### src/rtl/dmaMoverPkg.sv
package dmaMoverPkg;
  typedef enum logic [2:0] {
    ST_IDLE, ST_ASK, ST_READ, ST_LATCH, ST_WRITE, ST_DRAIN
  } moverStateT;

  typedef struct packed {
    logic useDst;
    logic loadHold;
    logic bumpCount;
  } pathCtrlT;

  localparam logic [1:0] CFG_SRC    = 2'd0;
  localparam logic [1:0] CFG_DST    = 2'd1;
  localparam logic [1:0] CFG_STATUS = 2'd2;
endpackage

### src/rtl/dmaCtrl.sv
module dmaCtrl
  import dmaMoverPkg::*;
(
  input  logic     clk,
  input  logic     rstN,
  input  logic     periphReq,
  input  logic     busGrant,
  output logic     busReq,
  output logic     periphAck,
  output logic     busRd,
  output logic     busWr,
  output logic     busy,
  output pathCtrlT pathCtrl
);
  moverStateT state, stateNext;

  always_ff @(posedge clk or negedge rstN) begin
    if (!rstN) state <= ST_IDLE;
    else       state <= stateNext;
  end

  always_comb begin
    stateNext = state;
    unique case (state)
      ST_IDLE:  if (periphReq) stateNext = ST_ASK;
      ST_ASK:   if (busGrant)  stateNext = ST_READ;
      ST_READ:  stateNext = ST_LATCH;
      ST_LATCH: stateNext = ST_WRITE;
      ST_WRITE: stateNext = ST_DRAIN;
      ST_DRAIN: if (!periphReq) stateNext = ST_IDLE;
      default:  stateNext = ST_IDLE;
    endcase
  end

  always_comb begin
    busReq    = (state == ST_ASK) || (state == ST_READ) ||
                (state == ST_LATCH) || (state == ST_WRITE);
    periphAck = (state == ST_READ) || (state == ST_LATCH) || (state == ST_WRITE);
    busRd     = (state == ST_READ);
    busWr     = (state == ST_WRITE);
    busy      = (state != ST_IDLE);
    pathCtrl.useDst    = (state == ST_WRITE);
    pathCtrl.loadHold  = (state == ST_LATCH);
    pathCtrl.bumpCount = (state == ST_WRITE);
  end
endmodule

### src/rtl/dmaPath.sv
module dmaPath
  import dmaMoverPkg::*;
#(
  parameter int ADDR_W = 16,
  parameter int DATA_W = 8,
  parameter int CNT_W  = 8
) (
  input  logic              clk,
  input  logic              rstN,
  input  pathCtrlT          pathCtrl,
  input  logic              busy,
  input  logic              cfgWe,
  input  logic [1:0]        cfgAddr,
  input  logic [ADDR_W-1:0] cfgWrData,
  input  logic [DATA_W-1:0] busRdData,
  output logic [ADDR_W-1:0] busAddr,
  output logic [DATA_W-1:0] busWrData,
  output logic [ADDR_W-1:0] cfgRdData
);
  localparam int PAD_W = ADDR_W - 1 - CNT_W;

  logic [ADDR_W-1:0] srcAddr, dstAddr;
  logic [DATA_W-1:0] holdWord;
  logic [CNT_W-1:0]  doneCount;
  logic [ADDR_W-1:0] statusWord;

  always_ff @(posedge clk or negedge rstN) begin
    if (!rstN) begin
      srcAddr <= '0;
      dstAddr <= '0;
    end else if (cfgWe) begin
      if (cfgAddr == CFG_SRC) srcAddr <= cfgWrData;
      if (cfgAddr == CFG_DST) dstAddr <= cfgWrData;
    end
  end

  always_ff @(posedge clk or negedge rstN) begin
    if (!rstN) holdWord <= '0;
    else if (pathCtrl.loadHold) holdWord <= busRdData;
  end

  always_ff @(posedge clk or negedge rstN) begin
    if (!rstN) doneCount <= '0;
    else if (pathCtrl.bumpCount) doneCount <= doneCount + 1'b1;
  end

  generate
    if (PAD_W > 0) begin : g_pad
      assign statusWord = {busy, {PAD_W{1'b0}}, doneCount};
    end else begin : g_nopad
      assign statusWord = {busy, doneCount[ADDR_W-2:0]};
    end
  endgenerate

  assign busAddr   = pathCtrl.useDst ? dstAddr : srcAddr;
  assign busWrData = holdWord;

  always_comb begin
    unique case (cfgAddr)
      CFG_SRC:    cfgRdData = srcAddr;
      CFG_DST:    cfgRdData = dstAddr;
      CFG_STATUS: cfgRdData = statusWord;
      default:    cfgRdData = '0;
    endcase
  end
endmodule

### src/rtl/dmaMover.sv
module dmaMover
  import dmaMoverPkg::*;
#(
  parameter int ADDR_W = 16,
  parameter int DATA_W = 8,
  parameter int CNT_W  = 8
) (
  input  logic              clk,
  input  logic              rstN,
  input  logic              periphReq,
  output logic              periphAck,
  output logic              busReq,
  input  logic              busGrant,
  output logic [ADDR_W-1:0] busAddr,
  output logic              busRd,
  output logic              busWr,
  input  logic [DATA_W-1:0] busRdData,
  output logic [DATA_W-1:0] busWrData,
  input  logic              cfgWe,
  input  logic [1:0]        cfgAddr,
  input  logic [ADDR_W-1:0] cfgWrData,
  output logic [ADDR_W-1:0] cfgRdData
);
  pathCtrlT pathCtrl;
  logic     busy;

  dmaCtrl u_ctrl (
    .clk(clk), .rstN(rstN), .periphReq(periphReq), .busGrant(busGrant),
    .busReq(busReq), .periphAck(periphAck), .busRd(busRd), .busWr(busWr),
    .busy(busy), .pathCtrl(pathCtrl)
  );

  dmaPath #(.ADDR_W(ADDR_W), .DATA_W(DATA_W), .CNT_W(CNT_W)) u_path (
    .clk(clk), .rstN(rstN), .pathCtrl(pathCtrl), .busy(busy),
    .cfgWe(cfgWe), .cfgAddr(cfgAddr), .cfgWrData(cfgWrData),
    .busRdData(busRdData), .busAddr(busAddr), .busWrData(busWrData),
    .cfgRdData(cfgRdData)
  );
endmodule

### config.mk
export PLATFORM = sky130hd
export DESIGN_NAME = dmaMover
export DESIGN_NICKNAME = d
export VERILOG_FILES = /design/src/rtl/dmaMoverPkg.sv /design/src/rtl/dmaCtrl.sv /design/src/rtl/dmaPath.sv /design/src/rtl/dmaMover.sv
export SDC_FILE = /design/constraint.sdc
export NUM_CORES = 1
export LEC_CHECK = 0
export BUFFER_PORTS_ARGS = -buffer_cell sky130_fd_sc_hd__buf_2
export CORE_ASPECT_RATIO = 1.25
export CORE_MARGIN = 5
export CORE_UTILIZATION = 40
export CTS_CLUSTER_SIZE = 28
export DETAILED_ROUTE_END_ITERATION = 7
export PLACE_DENSITY_LB_ADDON = 0.08
export SLEW_MARGIN = 25
export SYNTH_ARGS = -nofsm -noshare
export SYNTH_HDL_FRONTEND = slang
export SYNTH_SLANG_ARGS = --single-unit
### constraint.sdc
create_clock -name clk -period 1.5 [get_ports clk]
set_input_delay 0.15 -clock clk [delete_from_list [all_inputs] [get_ports clk]]
set_output_delay 0.15 -clock clk [all_outputs]
set_load 0.03 [all_outputs]
==> results of run 1 <==
per-layer routing:
| metal | track usage (%) | vias to the layer above |
|---|---|---|
| li1 | - | 877 |
| met1 | 20.0 | 884 |
| met2 | 22.9 | 51 |
| met3 | 3.95 | 5 |
| met4 | 3.84 | 0 |
| met5 | 0 | - |
cells by family after synthesis:
family                   count (synthesis)
AO/OA/AOI/OAI                           16
AND/OR/NAND/NOR                         40
buffers and inverters                   12
adder cells (fa/ha/maj)                  1
XOR/XNOR                                 8
multiplexers                            73
flip-flops                              51
power by group through the flow:
stage          registers (W)  logic, W  clock network [W]
4_1_cts              0.00197   0.00256           0.000895
6_report             0.00197   0.00259           0.000852
5_1_grt              0.00202   0.00278           0.000944
3_3_place_gp         0.00198   0.00236                  0
3_5_place_dp         0.00200   0.00238                  0
2_1_floorplan        0.00217   0.00151                  0
through the flow:
stage	area, µm²	utilization (%)	hold slack (ps)	worst slack, ps	setup TNS, ps
3_5_place_dp	3140	48.8	123	-40.8	-446
6_report	3370	52.3	79.0	-343	-5180
5_1_grt	3370	52.3	61.2	-435	-6890
2_1_floorplan	2610	-	-146	8.15	0
3_3_place_gp	3140	48.8	131	-5.73	-19.6
4_1_cts	3340	51.8	67.7	-371	-5690
sequential cells by signal, summed over array words and instances, names as in the netlist:
register and count:
u_path.dstAddr 16, u_path.srcAddr 16, u_path.busWrData 8, u_path.doneCount 8, u_ctrl.state 3
cells in the mapped netlist:
master,number,share of area (%)
dfrtp_1,51,49
xnor2_1,7,2.4
xor2_1,1,0.34
ha_1,1,0.48
buf_2,6,1.2
and4bb_2,1,0.48
mux2_4,10,5.8
nor2b_1,2,0.48
nor3b_4,1,0.72
nor2_1,10,1.4
nand3_1,1,0.19
o31ai_1,1,0.29
clkbuf_1,2,0.29
or4_1,1,0.29
a21oi_1,3,0.58
nand3b_1,1,0.29
buf_12,1,0.77
nand3b_2,1,0.43
nand4_1,3,0.72
nor3b_1,1,0.29
nand2_1,11,1.6
buf_6,2,0.86
and3_1,1,0.24
o21ai_0,12,2.3
nand2b_1,3,0.72
nand3b_4,1,0.77
mux2_2,47,20
mux2i_1,16,6.1
buf_4,1,0.29
and2_1,2,0.48
worst max-delay path, stage by stage (launching register included):
cell and delay [ps]:
dfrtp_1 390, nor3b_2 260, buf_12 220, mux2_2 360, buf_4 170
final cells by class:
cell class / instances / share of cell area (%)
Clock buffer: 8 / 2.97
Multi-Input combinational cell: 138 / 37.9
Sequential cell: 51 / 37.9
Tap cell: 87 / 3.23
Timing Repair Buffer: 90 / 18.0
repair_timing:
action	4_1_cts	5_1_grt
pin swaps	0	1
setup endpoints to repair	19	21
hold buffers	1	0
endpoints found under the hold margin	18	0
gates resized for setup	31	8
buffers inserted	0	1
worst paths after layout:
path,end,slack (ps)
max in group asynchronous,u_path.busWrData[5],640
worst min register to register,u_path.doneCount[7],480
worst max register to register,u_path.busWrData[6],130
worst max-delay path,busAddr[3],-340
min in group asynchronous,u_path.srcAddr[4],330
worst min-delay path,u_path.busWrData[2],80
cells in the final DEF, fill, tap and decap left out, types with 2 or more instances in the layout:
cell       n
buf_6     10
xnor2_1    7
mux2_4    11
nor2b_1    2
clkbuf_8   7
and2_1     2
buf_2     54
o21ai_1    2
nand2b_1   2
o21ai_0   10
buf_12     2
buf_4     23
nand2_1   11
mux2_2    46
a21oi_1    3
nor2_1     9
dfrtp_1   51
mux2i_1   16
nand4_1    3
==> metrics.txt, run 1 <==
total gr overflow 0; Max transition margin 69.5%; # fillers 625; PnR Total Power 0.00542 W; Net Sw Frac 39.1%; CP Launch Point u_ctrl.state[0]; Syn Nets 233; status finished with violations; Max Clock Skew 6.91 ps; cell area after synthesis 2610 µm²; Worst VDD drop 0.000696 V; layout cells sized above 1 56.1%; 1st-iter DRT viols 40; Critical Path End Type output port; f_max 543 MHz; largest net degree at the start of global routing 34; P_int 0.00330 W; Rows 33; Worst Hold Depth 2; fin cells 374; via count 1817; Pleak 1.59 nW; FF-to-FF path depth 3; max-slew violation count 0; multi-input combinational cell area 1270 µm²; CTS tree done; Post-Place Cells 365; CORE AREA 6440 µm²; post-synthesis adder-cell area fraction 0.480%; chip height 100 µm; drt wl/cell 15.0 µm; post-synthesis register bit count 51; IO Pins 75; TritonRoute pass-1 iters 4; root buf cell clkbuf_8; initial antenna violation count 0; r2r startpoint u_ctrl.state[2]; CP max FO 20; worst hold start busRdData[2]; crit path DAT 1690 ps; final worst setup slack -343 ps; compound-gate portion of the synthesized area 3.17%; first-pass GRT wire length 9400 µm; dpl hpwl 4120 µm; post-synthesis xor/xnor area fraction 2.69%; Starting Density 40.5%; Tcrit/Tclk final 123%; DIE AREA 8240 µm²; Post-route DRC 0; number of global-route vias before repair 1894; P_sw 0.00212 W; DIE WIDTH 82.2 µm; Final Hold Viols 0; wire length on met1 2600 µm; mux contribution to synthesized area 32.2%; PwrDens 1610 nW/µm²; Crit Path Class flip-flop to output port; top layer in use met4; Max-cap violations 0; PortBufs 74; nets 318; RSZ-0062 raised after global routing true; H-tree Lvls 2; post-synthesis simple-gate area fraction 9.12%; Avg Vias per Cell 4.86; yosys warns 0; Least-Margin Pin Slew 457 ps; Seq/Total Area, Yosys 49.0%; # diodes 0; WL met2 2640 µm; sequential power share 36.4%; Worst EP required 1350 ps; syn_area_per_cell 13.0 µm²; Final Setup Violations 18; register area 1280 µm²; Startpoint Class flip-flop; routability cong. 0.745; latest clock arrival within the worst-skew pair 300 ps; largest family of logic cells by synthesized area multiplexers; ANT nets after route 0; routed wl met3 318 µm; total CTS buffers 5; Syn Inst Count 201; Gate power share 47.8%; register clock-pin slew on the reported worst setup and hold paths 90 ps; post-route minimum period 1840 ps; failing checks negative setup slack; routed wire length 5610 µm; Synth cell types 30; deepest clock path buffer count 2; clock sink count 51; Hold Crit Class input pin to flip-flop; area growth from synthesis to layout 29.1%; All-Layer GR Usage 14.7%; clock network power share 15.7%
(Power assumes the default switching activity.)
==> inputs of run 2 (changes only) <==
Settings changed: CTS_BUF_LIST set to sky130_fd_sc_hd__clkbuf_4 sky130_fd_sc_hd__clkbuf_8.
==> run 2 against run 1 <==
  * The flow still finishes with violations (negative setup slack)
  * First-iteration DRC count is the same
  * Largest cell class unchanged
  * Highest routed layer unchanged
  * Utilization grew 0.058 points
  * Power grew 0.37%
  * Clock skew grew 2.3 ps
  * Critical path depth is the same
  * Non-clock buffer count is the same
  * Fmax is essentially flat
  * Via count shrank 0.11%
  * Sequential power is essentially flat
  * Wire length grew 0.57%
  * Clock-buffer cell count is the same
==> metrics.txt, run 2 (synthesis gave the netlist of run 1 again) <==
Startpoint Class flip-flop; Largest regs u_path.dstAddr x16, u_path.srcAddr x16; root buf cell clkbuf_8; PwrDens 1610 nW/µm² (+0.26%); IO Pins 75 (unchanged); routed wire length 5640 µm (+0.57%); RSZ-0062 raised after global routing true; fin cells 374 (unchanged); total gr overflow 0 (unchanged); dpl hpwl 4120 µm (unchanged); chip height 100 µm (unchanged); DIE WIDTH 82.2 µm (unchanged); Final Setup Violations 18 (unchanged); Pleak 1.60 nW (+0.21%); routability cong. 0.745 (unchanged); Worst EP required 1350 ps (about the same); largest net degree at the start of global routing 34 (unchanged); clock sink count 51 (unchanged); Top Family by Delay on Critical Path flip-flops; failing checks negative setup slack; drt wl/cell 15.1 µm (+0.57%); final worst setup slack -345 ps (-1.51 ps); critical path buffer and inverter count 2 (unchanged); register clock-pin slew on the reported worst setup and hold paths 90 ps (about the same); latest clock arrival within the worst-skew pair 300 ps (about the same); Hold EP u_path.busWrData[2]; layout cells sized above 1 56.4% (+0.35 points); Critical Path End Type output port; first-pass GRT wire length 9400 µm (unchanged); Tcrit/Tclk final 123% (about the same); Rows 33 (unchanged); crit path DAT 1690 ps (about the same); Max-cap violations 0 (unchanged); Crit Path Class flip-flop to output port; Worst Hold Depth 2 (unchanged); Least-Margin Pin Slew 457 ps (-0.262 ps); deepest clock path buffer count 2 (unchanged); crit-path cells nor3b_2, buf_12, mux2_2, buf_4; final setup TNS -5180 ps (+0.610 ps); Avg Vias per Cell 4.85 (-0.11%); via count 1815 (-0.11%); CTS tree done; status finished with violations; post-route minimum period 1840 ps (+1.51 ps); total CTS buffers 5 (unchanged); # fillers 625 (unchanged); Max Clock Skew 9.21 ps (+2.31 ps); CORE AREA 6440 µm² (unchanged); max-slew violation count 0 (unchanged); Starting Density 40.5% (unchanged); # diodes 0 (unchanged); number of global-route vias before repair 1894 (unchanged); flop-to-flop setup slack 130 ps (about the same); CP max stage cell dfrtp_1; commonest cells after routing, fill and taps aside buf_2, dfrtp_1, mux2_2; initial antenna violation count 0 (unchanged); area growth from synthesis to layout 29.3%; CP max FO 20 (unchanged); PortBufs 74 (unchanged); f_max 542 MHz (about the same); 1st-iter DRT viols 40 (unchanged); All-Layer GR Usage 14.7% (unchanged); Post-route DRC 0 (unchanged); Critical R2R Capture u_path.busWrData[6]; r2r startpoint u_ctrl.state[2]; FF-to-FF path depth 3 (unchanged); worst hold start busRdData[2]; ANT nets after route 0 (unchanged); nets 318 (unchanged); TritonRoute pass-1 iters 4 (unchanged); DIE AREA 8240 µm² (unchanged); Max transition margin 69.5% (about the same); Hold Crit Class input pin to flip-flop; Final Hold Viols 0 (unchanged); CP max stage delay 390 ps (about the same); Worst VDD drop 0.000696 V (about the same); most common cell after layout, fill and taps aside buf_2; H-tree Lvls 2 (unchanged); Post-Place Cells 365 (unchanged)
[run 2: changes by cell type in the layout (fill, tap and decap cells not counted)]
cell	delta
clkbuf_1	-1
clkbuf_4	+1
[run 2: worst max-delay path by stage]
stage / startpoint / to / cells past startpoint
after floorplan: u_ctrl.state[1] / periphAck / 3
after global placement: u_ctrl.state[0] / busAddr[7] / 4
after detailed placement: u_ctrl.state[0] / busAddr[3] / 4
after CTS: u_ctrl.state[0] / busAddr[3] / 4
after global routing: u_ctrl.state[0] / busAddr[3] / 4
final: u_ctrl.state[0] / busAddr[3] / 4
[run 2: per-layer routing]
layer / track usage, % / vias to the layer above / part of all wire [%]
li1: - / 877 / -
met1: 20.0 / 884 / 46
met2: 22.9 / 49 / 47
met3: 3.95 / 5 / 5.5
met4: 3.84 / 0 / 0.89
met5: 0 / - / 0
[run 2: where the power goes]
part	total [W]	leakage (nW)	internal, W	switching (W)
sequential	0.00197	0.616	0.00173	0.000239
combinational	0.00259	0.927	0.00115	0.00144
clock	0.000875	0.0549	0.000440	0.000435
total	0.00544	1.60	0.00332	0.00212
[run 2: layout make-up]
type | count | area [µm²] | area share, %
clock buffer | 8 | 104 | 3.08
multi-input combinational | 138 | 1270 | 37.8
sequential | 51 | 1280 | 37.9
tap | 87 | 109 | 3.23
timing repair buffer | 90 | 606 | 18.0
[run 2: worst register-to-register path, cell delays in order (launching register included)]
cell	delay, ps
dfrtp_1	390
buf_4	180
nand3b_2	350
mux2_2	350
[run 2: metrics by stage]
step	power [W]	hold WS (ps)	setup WS (ps)	util, %	instance area [µm²]
final	0.00544	78.3	-345	52.3	3370
after global routing	0.00577	61.2	-435	52.3	3370
after CTS	0.00545	67.7	-371	51.9	3340
after detailed placement	0.00438	123	-40.8	48.8	3140
after global placement	0.00435	131	-5.73	48.8	3140
after floorplan	0.00368	-146	8.15	-	2610
[run 2: timing repair]
action | 4_1_cts | 5_1_grt
hold buffers | 1 | 0
gates cloned | 0 | 0
resized for setup | 31 | 8
hold endpoints to repair | 18 | 0
setup buffers | 0 | 1
endpoints found under the setup margin | 19 | 21
pin swaps | 0 | 1
